$ cat src/rtl/sram_lane_ctrl.sv
`timescale 1ns/1ps
module sram_lane_ctrl #(
  parameter int ADDR_W     = 18,
  parameter int DATA_W     = 16,
  parameter int CLK_PS     = 20000,
  parameter int T_WP_PS    = 8000,
  parameter int T_SD_PS    = 6000,
  parameter int T_OEHZ_PS  = 4000,
  parameter int T_ACC_PS   = 10000
) (
  input  logic              clk,
  input  logic              rst_n,
  input  logic              req,
  input  logic              wr,
  input  logic              burst,
  input  logic [ADDR_W-1:0] addr,
  input  logic [DATA_W-1:0] wdata,
  input  logic [1:0]        bmask,
  output logic              ready,
  output logic              rvalid,
  output logic [DATA_W-1:0] rdata,
  output logic [ADDR_W-1:0] sram_addr,
  output logic              sram_ce_n,
  output logic              sram_oe_n,
  output logic              sram_we_n,
  output logic              sram_ub_n,
  output logic              sram_lb_n,
  output logic [DATA_W-1:0] sram_dq_out,
  output logic              sram_dq_oe,
  input  logic [DATA_W-1:0] sram_dq_in
);

  function automatic int to_cyc(input int ps);
    int c;
    c = (ps + CLK_PS - 1) / CLK_PS;
    return (c < 1) ? 1 : c;
  endfunction

  localparam int LANE_W = DATA_W / 2;
  localparam int C_SET  = to_cyc(T_OEHZ_PS);
  localparam int C_PW   = (to_cyc(T_WP_PS) > to_cyc(T_SD_PS)) ? to_cyc(T_WP_PS) : to_cyc(T_SD_PS);
  localparam int C_ACC  = to_cyc(T_ACC_PS);
  localparam int C_MAX  = (C_SET > C_PW) ? ((C_SET > C_ACC) ? C_SET : C_ACC)
                                         : ((C_PW > C_ACC) ? C_PW : C_ACC);
  localparam int CW     = $clog2(C_MAX + 1);

  typedef enum logic [2:0] {
    S_IDLE, S_WSET, S_WPUL, S_WHLD, S_BGAP, S_BSET, S_RTRN, S_RACC
  } st_t;

  st_t              st, st_n;
  logic [CW-1:0]    cnt, cnt_n;
  logic [1:0]       m_q, m_n;
  logic             burst_q;
  logic [5:0]       ctl_n;
  logic             last, accept, rd_done;

  assign last    = (cnt == '0);
  assign ready   = (st == S_IDLE) || (st == S_BGAP);
  assign accept  = req && ready;
  assign m_n     = accept ? bmask : m_q;
  assign rd_done = (st == S_RACC) && last;

  always_comb begin
    st_n  = st;
    cnt_n = last ? '0 : cnt - CW'(1);
    case (st)
      S_IDLE: if (req) begin
        st_n  = wr ? S_WSET : S_RTRN;
        cnt_n = CW'(C_SET - 1);
      end
      S_WSET: if (last) begin
        st_n  = S_WPUL;
        cnt_n = CW'(C_PW - 1);
      end
      S_BSET: begin
        st_n  = S_WPUL;
        cnt_n = CW'(C_PW - 1);
      end
      S_WPUL: if (last) st_n = burst_q ? S_BGAP : S_WHLD;
      S_WHLD: st_n = S_IDLE;
      S_BGAP: st_n = req ? (wr ? S_BSET : S_RTRN) : S_IDLE;
      S_RTRN: begin
        st_n  = S_RACC;
        cnt_n = CW'(C_ACC - 1);
      end
      S_RACC: if (last) st_n = S_IDLE;
      default: st_n = S_IDLE;
    endcase
  end

  // {ce_n, oe_n, we_n, ub_n, lb_n, dq_oe} for the state entered next
  always_comb begin
    case (st_n)
      S_WSET:          ctl_n = 6'b011110;
      S_WPUL:          ctl_n = {3'b010, ~m_n[1], ~m_n[0], 1'b1};
      S_WHLD:          ctl_n = 6'b011111;
      S_BGAP, S_BSET:  ctl_n = 6'b010111;
      S_RTRN:          ctl_n = 6'b011110;
      S_RACC:          ctl_n = {3'b001, ~m_n[1], ~m_n[0], 1'b0};
      default:         ctl_n = 6'b111110;
    endcase
  end

  always_ff @(posedge clk or negedge rst_n) begin
    if (!rst_n) begin
      st          <= S_IDLE;
      cnt         <= '0;
      m_q         <= '0;
      burst_q     <= 1'b0;
      sram_addr   <= '0;
      sram_dq_out <= '0;
      {sram_ce_n, sram_oe_n, sram_we_n, sram_ub_n, sram_lb_n, sram_dq_oe} <= 6'b111110;
      rvalid      <= 1'b0;
      rdata       <= '0;
    end else begin
      st  <= st_n;
      cnt <= cnt_n;
      m_q <= m_n;
      if (accept) begin
        sram_addr <= addr;
        burst_q   <= burst && wr;
        if (wr) sram_dq_out <= wdata;
      end
      {sram_ce_n, sram_oe_n, sram_we_n, sram_ub_n, sram_lb_n, sram_dq_oe} <= ctl_n;
      rvalid <= rd_done;
      if (rd_done)
        rdata <= sram_dq_in & {{LANE_W{m_q[1]}}, {LANE_W{m_q[0]}}};
    end
  end

  logic wr_ovl;
  logic [CW:0] pw_len;
  assign wr_ovl = !sram_we_n && !(sram_ub_n && sram_lb_n);

  always_ff @(posedge clk or negedge rst_n) begin
    if (!rst_n)      pw_len <= '0;
    else if (wr_ovl) pw_len <= pw_len + (CW+1)'(1);
    else             pw_len <= '0;
  end

  AST_NO_CONTENTION: assert property (@(posedge clk) disable iff (!rst_n)
    !sram_oe_n |-> !sram_dq_oe);
  AST_BUS_TURN: assert property (@(posedge clk) disable iff (!rst_n)
    $fell(sram_oe_n) |-> !$past(sram_dq_oe));
  AST_WRITE_GATED: assert property (@(posedge clk) disable iff (!rst_n)
    wr_ovl |-> (!sram_ce_n && sram_oe_n && sram_dq_oe));
  AST_WE_PREP: assert property (@(posedge clk) disable iff (!rst_n)
    $fell(sram_we_n) |-> $past(sram_oe_n && !sram_ce_n && !sram_dq_oe));
  AST_WRITE_HOLD: assert property (@(posedge clk) disable iff (!rst_n)
    ($past(wr_ovl) && !wr_ovl) |-> (sram_dq_oe && !sram_ce_n && $stable(sram_addr) && $stable(sram_dq_out)));
  AST_PULSE_WIDTH: assert property (@(posedge clk) disable iff (!rst_n)
    (!wr_ovl && pw_len != '0) |-> (pw_len >= (CW+1)'(C_PW)));
  AST_RVALID_ONE: assert property (@(posedge clk) disable iff (!rst_n)
    rvalid |=> !rvalid);
  AST_GAP_PINS: assert property (@(posedge clk) disable iff (!rst_n)
    (ready && !sram_ce_n) |-> (!sram_we_n && sram_ub_n && sram_lb_n && sram_oe_n));

endmodule

$ cat config.mk
export PLATFORM = sky130hd
export DESIGN_NAME = sram_lane_ctrl
export DESIGN_NICKNAME = d
export VERILOG_FILES = /design/src/rtl/sram_lane_ctrl.sv
export SDC_FILE = /design/constraint.sdc
export NUM_CORES = 1
export LEC_CHECK = 0
export ABC_AREA = 0
export BUFFER_PORTS_ARGS = -buffer_cell sky130_fd_sc_hd__buf_2
export CELL_PAD_IN_SITES_DETAIL_PLACEMENT = 0
export CELL_PAD_IN_SITES_GLOBAL_PLACEMENT = 1
export CORE_MARGIN = 2
export CORE_UTILIZATION = 35
export DETAILED_ROUTE_END_ITERATION = 8
export MAX_ROUTING_LAYER = met4
export PLACE_DENSITY = 0.87
export SETUP_SLACK_MARGIN = 0.5
export SLEW_MARGIN = 20
export SYNTH_ARGS = -nofsm -noshare
export SYNTH_HDL_FRONTEND = slang
export SYNTH_SLANG_ARGS = --single-unit
export TNS_END_PERCENT = 20
$ cat constraint.sdc
create_clock -name clk -period 2.2 [get_ports clk]
set_clock_uncertainty 0.15 [all_clocks]
set_input_delay 0.22 -clock clk [delete_from_list [all_inputs] [get_ports clk]]
set_output_delay 0.22 -clock clk [all_outputs]
set_load 0.02 [all_outputs]
==> results.json, run 1 <==
{
  "critical-path-top-delay-family": "simple AND/OR/NAND/NOR gates",
  "clk_pin_slew_ns": 0.06,
  "r2r_cells": 8,
  "crit_type": "reg -> reg",
  "hpwl_um": 3930,
  "coreArea_um2": 6790,
  "crit_slowest_cell": "dfrtp_1",
  "worstPathRequired_ns": 2.30,
  "fmax_mhz": 559,
  "drtIter0Drc": 64,
  "syn_avg_cell_area_um2": 12.8,
  "grt_pass1_wl_um": 9690,
  "power.density_nw_per_um2": 1390,
  "synth_largest_area_cell": "dfrtp_1",
  "crit_cells": 8,
  "clock_sinks": 63,
  "yosysWarnings": 0,
  "period_needed_ns": 1.79,
  "synthTopCellsByCount": "dfrtp_1, mux2_2, nand2_1",
  "dieArea_um2": 7710,
  "via_count": 2092,
  "yosysMostFrequentCell": "dfrtp_1",
  "drive_gt1_share_pct": 52.6,
  "setup.worst_path.start_class": "flop",
  "syn_nets": 250,
  "wl_per_cell_um": 12.9,
  "crit_fanout": 3,
  "path_cells": "nand2b_4 > and3_4 > or2_4 > inv_4 > ha_4 > a31o_4 > nor2_1 > a211o_1",
  "root_buffer": "clkbuf_8",
  "synth.distinct_cells": 31,
  "tns_ns": 0,
  "netlist.area_leader.share_pct": 59.1,
  "outcome": "finished, final reports clean",
  "met3_usage_pct": 5.84,
  "diodes": 0,
  "nets": 431,
  "rsz0062_at_grt": "yes",
  "via_per_inst": 4.41,
  "cap_violations": 0,
  "first_pass_iters": 4,
  "gp_congestion": 0.810,
  "hold_viol_final": 0,
  "pin_count": 115,
  "end_kind": "flop",
  "met1_usage_pct": 19.4,
  "grt_use_total_pct": 16.9,
  "die_h_um": 87.8,
  "clk-insertion-delay-late_ns": 0.33,
  "fp-row-count": 30,
  "utilization_pct": 58.8,
  "ys_seq_elements": 63,
  "cts_tree": "built",
  "cts_max_level": 3,
  "ys.flop_type": "dfrtp_1",
  "clk_path_buf_depth": 2,
  "whs_path_depth": 3,
  "synth_edf_count": 0,
  "critPathBufInv": 1,
  "period_share_pct": 81.4,
  "grtUsageMet2_pct": 28.7,
  "async_reset_ff_share_pct": 100,
  "grt_max_degree": 34,
  "start_util_pct": 36.2,
  "grt_pass1_vias": 2096,
  "max_slew.worst_pin.slew_ns": 0.395,
  "grt-ovfl-total": 0,
  "numCtsBuffers": 9,
  "drc": 0,
  "vdd_drop_max_mv": 0.698,
  "setup-violations-final": 0,
  "ant_nets": 0,
  "seq_area_frac_synth_pct": 64.4,
  "die_width_um": 87.8,
  "area_delta_synth_final_pct": 62.7,
  "syn_inst": 192,
  "netlist_area_um2": 2460,
  "gr-max-usage-layer": "met2",
  "arrival_ns": 1.89,
  "routed_wirelength_um": 6120,
  "antenna_found_initial": 0,
  "synth_top_cells_by_area": "dfrtp_1, mux2_2, dfstp_2",
  "portBuffers": 114,
  "cpPeakStageDelay_ns": 0.42,
  "max-slew-margin-rel_pct": 73.7,
  "p_leak_nw": 1.96,
  "min_path_type": "in -> reg",
  "slew_violations": 0
}
worst paths after layout:
path	slack, ns	from	to
worst max register to register	0.41	st[2]$_DFF_PN0_	sram_we_n$_DFF_PN1_
worst min-delay path	0.02	sram_dq_in[15]	rdata[15]$_DFFE_PN0P_
max in group asynchronous	1.06	rst_n	sram_addr[4]$_DFFE_PN0N_
worst min register to register	0.33	rdata[0]$_DFFE_PN0P_	rdata[0]$_DFFE_PN0P_
min in group asynchronous	0.19	rst_n	rdata[13]$_DFFE_PN0P_
worst max-delay path	0.41	st[2]$_DFF_PN0_	sram_we_n$_DFF_PN1_
power by group:
part           total, mW  switching (mW)  internal (mW)
Sequential          2.04           0.323           1.72
Combinational       2.55            1.39           1.16
Clock              0.960           0.411          0.549
metal layers:
| layer | vias up | part of all wire (%) |
|---|---|---|
| met2 | 77 | 52 |
| met1 | 998 | 42 |
| met4 | 0 | 0.87 |
| met3 | 6 | 6.0 |
| li1 | 1011 | - |
| met5 | - | 0 |
cells in the final DEF (no fill, tap or decap), drive strengths merged:
cell type,count
buf,128
dfrtp,58
dlygate4sd3,53
mux2,36
nand2,34
o21ai,17
clkbuf,12
dfstp,5
inv,5
nand3,3
clkinv,3
nand2b,3
a21oi,3
and3,2
or2,2
nor2,2
a21boi,1
o221a,1
nand3b,1
a211oi,1
a31o,1
nor3,1
or4,1
a211o,1
a31oi,1
a22o,1
ha,1
bufinv,1
worst register-to-register path, stage by stage, from the launching register on:
cell and delay, ns:
dfrtp_1 0.42, nand2b_4 0.17, and3_4 0.17, or2_4 0.24, inv_4 0.07, ha_4 0.14, a31o_4 0.10, nor2_1 0.04
a211o_1 0.23
cell type report:
class	instances	area, um^2
inverter	5	23.8
sequential	63	1590
tap	96	120
clock buffer	12	145
multi-input combinational	113	856
timing repair buffer	181	1220
clock inverter	4	45.0
fill	580	2800
sequential cells by signal (all words and copies together), names as in the netlist, 2 cells and up:
| name | cells |
|---|---|
| m_q | 2 |
| rdata | 16 |
| sram_addr | 18 |
| sram_dq_out | 16 |
| st | 3 |
timing repair:
item | in CTS | in global routing
endpoints found under the setup margin | 39 | 38
pin swaps | 3 | 2
gates resized for setup | 7 | 5
setup buffers | 5 | 4
hold buffers | 53 | 0
endpoints found under the hold margin | 69 | 0
stage by stage:
step                worst slack [ns]  hold slack [ns]  area (um^2)  total power [mW]  cells
CTS                            0.451          0.00379         3950              5.52    470
detailed placement             0.263           0.0176         3170              4.33    396
floorplan                      0.411           -0.226         2510              3.60    192
global route                   0.382           0.0241         4000              5.92    474
finish                         0.410           0.0229         4000              5.55    474
global placement               0.302           0.0174         3170              4.27    396
kinds of logic after synthesis:
| group | Yosys count | share of synthesized area, % |
|---|---|---|
| flip-flops | 63 | 64.4 |
| AND/OR/NAND/NOR | 49 | 8.86 |
| multiplexers | 36 | 16.5 |
| AO/OA/AOI/OAI | 27 | 6.62 |
| buffers and inverters | 16 | 3.11 |
| adder cells (fa/ha/maj) | 1 | 0.509 |
Power figures use the tool's default switching activity.
==> inputs of run 2 (changes only) <==
--- a/config.mk
+++ b/config.mk
@@ -10,10 +10,10 @@
 export CELL_PAD_IN_SITES_DETAIL_PLACEMENT = 0
 export CELL_PAD_IN_SITES_GLOBAL_PLACEMENT = 1
 export CORE_MARGIN = 2
-export CORE_UTILIZATION = 35
+export CORE_UTILIZATION = 31
 export DETAILED_ROUTE_END_ITERATION = 8
 export MAX_ROUTING_LAYER = met4
-export PLACE_DENSITY = 0.87
+export PLACE_DENSITY = 0.82
 export SETUP_SLACK_MARGIN = 0.5
 export SLEW_MARGIN = 20
 export SYNTH_ARGS = -nofsm -noshare
==> constraint.sdc (replaced) <==
create_clock -name clk -period 1.6 [get_ports clk]
set_clock_uncertainty 0.15 [all_clocks]
set_input_delay 0.16 -clock clk [delete_from_list [all_inputs] [get_ports clk]]
set_output_delay 0.16 -clock clk [all_outputs]
set_load 0.02 [all_outputs]
==> results.json, run 2 (synthesis gave the netlist of run 1 again) <==
{
  "violations": "negative setup slack",
  "crit_start": "st[1]$_DFF_PN0_",
  "clock_sinks": 63,
  "final_common_cell": "buf_6",
  "cts_max_level": 3,
  "r2r_cells": 8,
  "end_kind": "flop",
  "coreArea_um2": 7690,
  "p_clk_share_pct": 13.8,
  "fmax_mhz": 566,
  "grt_use_total_pct": 18.4,
  "first_pass_iters": 4,
  "drtIter0Drc": 84,
  "hold_end": "st[0]$_DFF_PN0_",
  "die_width_um": 93.0,
  "p_leak_nw": 2.22,
  "routed_wirelength_um": 7300,
  "drc": 0,
  "wl_per_cell_um": 14.6,
  "final_cells": 499,
  "fp-row-count": 32,
  "power_frac_comb_pct": 53.7,
  "grt-ovfl-total": 0,
  "crit_type": "reg -> reg",
  "whs_path_depth": 3,
  "antenna_found_initial": 0,
  "fin_area_um2": 4630,
  "dpl.cell_count": 417,
  "grt_pass1_wl_um": 11800,
  "die_h_um": 93.0,
  "gr-max-usage-layer": "met2",
  "power.density_nw_per_um2": 1970,
  "grt_pass1_vias": 2508,
  "regToRegEndpoint": "sram_we_n$_DFF_PN1_",
  "arrival_ns": 1.88,
  "slew_violations": 0,
  "period_needed_ns": 1.77,
  "drive_gt1_share_pct": 55.2,
  "hold_viol_final": 0,
  "power.switching_mw": 3.29,
  "ant_nets": 0,
  "period_share_pct": 110,
  "min_path_type": "in -> reg",
  "root_buffer": "clkbuf_8",
  "switching_share_pct": 36.1,
  "setup-violations-final": 24,
  "cts_tree": "built",
  "pin_count": 115,
  "seq_power_share_pct": 32.5,
  "setup.worst_path.start_class": "flop",
  "largest_reg_flops": 18,
  "final_cell_mix": "buf_6, dfrtp_1, buf_2",
  "placed_cell_area_um2": 3360,
  "via_count": 2211,
  "hold_start": "req",
  "diodes": 0,
  "grtUsageMet2_pct": 33.4,
  "start_util_pct": 32.0,
  "worstPathRequired_ns": 1.71,
  "dieArea_um2": 8660,
  "via_per_inst": 4.43,
  "regMostFlops": "sram_addr",
  "outcome": "finished, violations left",
  "rr_startpoint": "st[1]$_DFF_PN0_",
  "clk_pin_slew_ns": 0.06,
  "nets": 450,
  "met3_usage_pct": 3.30,
  "portBuffers": 114,
  "numCtsBuffers": 9,
  "worst_slack_ns": -0.168,
  "gp_congestion": 0.880,
  "cap_violations": 0,
  "rrSetupSlack_ns": -0.17,
  "reg_top3": "sram_addr (18), rdata (16), sram_dq_out (16)",
  "vdd_drop_max_mv": 1.15,
  "clk-insertion-delay-late_ns": 0.33,
  "clk_path_buf_depth": 2,
  "num-fill-cells": 627,
  "max-slew-margin-rel_pct": 73.4,
  "grt_max_degree": 64,
  "area_delta_synth_final_pct": 88.4,
  "intPower_mw": 5.84,
  "p_total_mw": 9.13,
  "hpwl_um": 4050,
  "max_slew.worst_pin.slew_ns": 0.396,
  "met1_usage_pct": 19.6,
  "crit_fanout": 5,
  "rsz0062_at_grt": "yes"
}
-- run 2: cell count changes in the layout (fill, tap and decap cells not counted), sizes merged --
cell / previous run / this run
dlygate4sd3: 53 / 54
clkbuf: 12 / 15
buf: 128 / 146
bufinv: 1 / 0
clkinv: 3 / 1
-- run 2: critical path: stages (launching register included) --
cell     delay (ns)
dfrtp_2        0.44
buf_6          0.14
and3_4         0.15
or2_4          0.26
inv_4          0.07
ha_4           0.14
a31o_4         0.10
nor2_2         0.03
a211o_1        0.22
-- run 2: repair_timing --
item                                    in CTS  in global routing
resized for setup                          130                  7
pin swaps                                    3                  3
cloned                                       2                  0
endpoints found under the setup margin     121                121
endpoints found under the hold margin      118                  0
buffers inserted                             6                  4
hold buffers                                54                  0
-- run 2: metal layers --
layer	share of wire, %	up-vias
li1	-	1048
met1	39	1086
met2	56	69
met3	4.1	8
met4	1.7	0
met5	0	-
-- run 2: power groups by stage --
stage,Clock (mW),Sequential (mW),Combinational (mW)
floorplan,0,3.56,1.49
global placement,0,2.78,3.49
detailed placement,0,2.80,3.56
CTS,1.31,2.95,4.73
global route,1.38,3.06,5.21
finish,1.26,2.97,4.90
-- run 2: layout make-up --
| cell class | instances | area [um^2] | share of cell area, % |
|---|---|---|---|
| clock buffers | 15 | 176 | 3.81 |
| multi-input cells | 113 | 912 | 19.7 |
| clock inverters | 1 | 5.00 | 0.108 |
| repair buffers | 200 | 1800 | 38.9 |
| well taps | 102 | 128 | 2.76 |
| flip-flops and latches | 63 | 1580 | 34.2 |
| inverters | 5 | 21.3 | 0.459 |
-- run 2: stage by stage --
stage,hold WS [ns],worst slack [ns],util [%],setup TNS (ns)
final,0.0475,-0.168,60.2,-1.85
after global routing,0.0730,-0.197,60.2,-3.75
after floorplan,-0.286,-0.189,-,-0.826
after detailed placement,0.0479,-0.162,43.8,-2.55
after CTS,0.0364,-0.132,59.7,-1.46
after global placement,0.0503,-0.111,43.8,-1.60
-- run 2: how the worst max path moves through the flow --
stage / endpoint / slack (ns) / cells after the start
after floorplan: sram_we_n$_DFF_PN1_ / -0.19 / 9
after global placement: sram_oe_n$_DFF_PN1_ / -0.11 / 4
after detailed placement: sram_dq_out[3]$_DFFE_PN0P_ / -0.16 / 5
after CTS: sram_oe_n$_DFF_PN1_ / -0.13 / 4
after global routing: sram_we_n$_DFF_PN1_ / -0.20 / 8
final: sram_we_n$_DFF_PN1_ / -0.17 / 8
==> inputs of run 3 (changes only) <==
--- a/config.mk
+++ b/config.mk
@@ -5,15 +5,15 @@
 export SDC_FILE = /design/constraint.sdc
 export NUM_CORES = 1
 export LEC_CHECK = 0
-export ABC_AREA = 0
+export ABC_AREA = 1
 export BUFFER_PORTS_ARGS = -buffer_cell sky130_fd_sc_hd__buf_2
 export CELL_PAD_IN_SITES_DETAIL_PLACEMENT = 0
 export CELL_PAD_IN_SITES_GLOBAL_PLACEMENT = 1
 export CORE_MARGIN = 2
-export CORE_UTILIZATION = 31
+export CORE_UTILIZATION = 30
 export DETAILED_ROUTE_END_ITERATION = 8
 export MAX_ROUTING_LAYER = met4
-export PLACE_DENSITY = 0.82
+export PLACE_DENSITY = 0.83
 export SETUP_SLACK_MARGIN = 0.5
 export SLEW_MARGIN = 20
 export SYNTH_ARGS = -nofsm -noshare
==> results.json, run 3 <==
{
  "outcome": "finished, final reports clean",
  "async_reset_ff_share_pct": 100,
  "syn_nets": 348,
  "synth_largest_area_cell": "dfrtp_1",
  "netlist.area_leader.share_pct": 56.9,
  "worstPathRequired_ns": 1.70,
  "gp_congestion": 0.819,
  "ant_nets": 0,
  "end_kind": "flop",
  "crit_start": "st[1]$_DFF_PN0_",
  "crit_end": "sram_lb_n$_DFF_PN1_",
  "via_per_inst": 4.39,
  "area_delta_synth_final_pct": 79.0,
  "pin_count": 115,
  "regToRegEndpoint": "sram_lb_n$_DFF_PN1_",
  "dieArea_um2": 9250,
  "setup.worst_path.start_class": "flop",
  "die_h_um": 96.2,
  "grt-ovfl-total": 0,
  "hold_viol_final": 0,
  "cts_tree": "built",
  "routed_wirelength_um": 7780,
  "syn_inst": 290,
  "root_buffer": "clkbuf_8",
  "clk-insertion-delay-late_ns": 0.33,
  "whs_ns": 0.117,
  "vdd_drop_max_mv": 0.924,
  "tns_ns": 0,
  "synth_edf_count": 0,
  "grt_max_degree": 25,
  "portBuffers": 114,
  "setup-violations-final": 0,
  "synth_top_cells_by_area": "dfrtp_1, nand2_1, dfstp_2",
  "slew_violations": 0,
  "drtIter0Drc": 88,
  "die_width_um": 96.2,
  "via_count": 2575,
  "p_total_mw": 8.17,
  "diodes": 0,
  "yosysWarnings": 0,
  "fmax_mhz": 642,
  "synthTopCellsByCount": "nand2_1, dfrtp_1, nand3_1",
  "syn_avg_cell_area_um2": 8.79,
  "rsz0062_at_grt": "yes",
  "nets": 536,
  "arrival_ns": 1.65,
  "rrSetupSlack_ns": 0.04,
  "clk_pin_slew_ns": 0.06,
  "start_util_pct": 31.0,
  "min_path_type": "in -> reg",
  "first_pass_iters": 4,
  "clk_path_buf_depth": 2,
  "largest_reg_flops": 18,
  "grt_use_total_pct": 17.2,
  "reg_top3": "sram_addr (18), rdata (16), sram_dq_out (16)",
  "fp-row-count": 33,
  "netlist_area_um2": 2550,
  "power.density_nw_per_um2": 1790,
  "crit_type": "reg -> reg",
  "num-fill-cells": 703,
  "numCtsBuffers": 9,
  "final_cell_mix": "nand2_1, buf_6, dfrtp_1, buf_2, dlygate4sd3_1",
  "coreArea_um2": 8220,
  "grt_pass1_vias": 2611,
  "grt_pass1_wl_um": 11700,
  "ys_seq_elements": 63,
  "r2r_cells": 9,
  "drc": 0,
  "period_needed_ns": 1.56,
  "final_common_cell": "nand2_1",
  "wl_per_cell_um": 13.3,
  "crit_fanout": 4,
  "regMostFlops": "sram_addr",
  "p_leak_nw": 2.35,
  "period_share_pct": 97.4,
  "ys.flop_type": "dfrtp_1",
  "max-slew-margin-rel_pct": 67.4,
  "max_slew.worst_pin.slew_ns": 0.488,
  "cts_max_level": 3,
  "clock_sinks": 63,
  "yosysMostFrequentCell": "nand2_1",
  "hpwl_um": 4700,
  "rr_startpoint": "st[1]$_DFF_PN0_",
  "cap_violations": 0,
  "seq_area_frac_synth_pct": 62.1,
  "synth.distinct_cells": 20,
  "drive_gt1_share_pct": 36.2,
  "antenna_found_initial": 0
}
[run 3: worst min path at each step]
stage / depth (start not counted) / slack [ns] / to / startpoint
final: 5 / 0.12 / burst_q$_DFFE_PN0N_ / wr
after global routing: 5 / 0.15 / burst_q$_DFFE_PN0N_ / wr
after CTS: 5 / 0.11 / burst_q$_DFFE_PN0N_ / wr
after detailed placement: 1 / -0.006 / sram_dq_out[11]$_DFFE_PN0P_ / rst_n
after global placement: 1 / -0.01 / sram_dq_out[11]$_DFFE_PN0P_ / rst_n
after floorplan: 0 / -0.29 / burst_q$_DFFE_PN0N_ / rst_n
[run 3: logic make-up (layout without fill, tap and decap cells)]
kind of cell | Yosys count | in the layout | share of synthesized area (%)
compound gates | 20 | 20 | 4.02
fa+ha+maj | 1 | 1 | 0.491
buf+inv | 39 | 230 | 6.23
flops | 63 | 63 | 62.1
simple gates | 167 | 167 | 27.2
[run 3: through the flow]
stage | setup slack (ns) | area, um^2 | util (%) | std cells
2_1_floorplan | 0.0820 | 2580 | - | 290
3_3_place_gp | 0.119 | 3380 | 41.2 | 513
4_1_cts | 0.103 | 4160 | 50.6 | 584
6_report | 0.0422 | 4560 | 55.5 | 586
3_5_place_dp | 0.0539 | 3380 | 41.2 | 513
5_1_grt | -0.0211 | 4560 | 55.5 | 586
[run 3: cell type report]
type / instances / area [um^2] / share of cell area, %
clock buffer: 13 / 159 / 3.48
sequential: 63 / 1590 / 34.7
inverter: 28 / 105 / 2.30
multi-input combinational: 188 / 855 / 18.7
tap: 105 / 131 / 2.88
clock inverter: 1 / 5.00 / 0.110
timing repair buffer: 188 / 1720 / 37.8
[run 3: layer usage]
metal	up-vias	GRT usage, %	share of wire [%]
met1	1205	19.4	40
met3	15	3.52	4.7
li1	1274	-	-
met2	81	29.1	53
met4	0	7.98	2.0
met5	-	-	0
[run 3: critical path, cell delays in order (launching register included)]
cell	delay, ns
dfrtp_2	0.45
inv_2	0.11
nand2_4	0.07
nor2_4	0.10
nor2_1	0.05
nand2_1	0.08
nand2_2	0.08
ha_4	0.17
nor2_2	0.12
nand4_1	0.09
[run 3: power breakdown]
part           internal (mW)  switching (mW)  total [mW]
Combinational           1.99            2.19        4.18
Sequential              2.28           0.536        2.81
Clock                  0.628           0.547        1.17
Total                   4.90            3.27        8.17
[run 3: what timing repair did]
action                     4_1_cts  5_1_grt
gates cloned                     1        1
hold buffers                    54        0
resized for setup               11      119
pin swaps                        0        1
setup endpoints to repair      121      121
setup buffers                    2        1
hold endpoints to repair       104        0
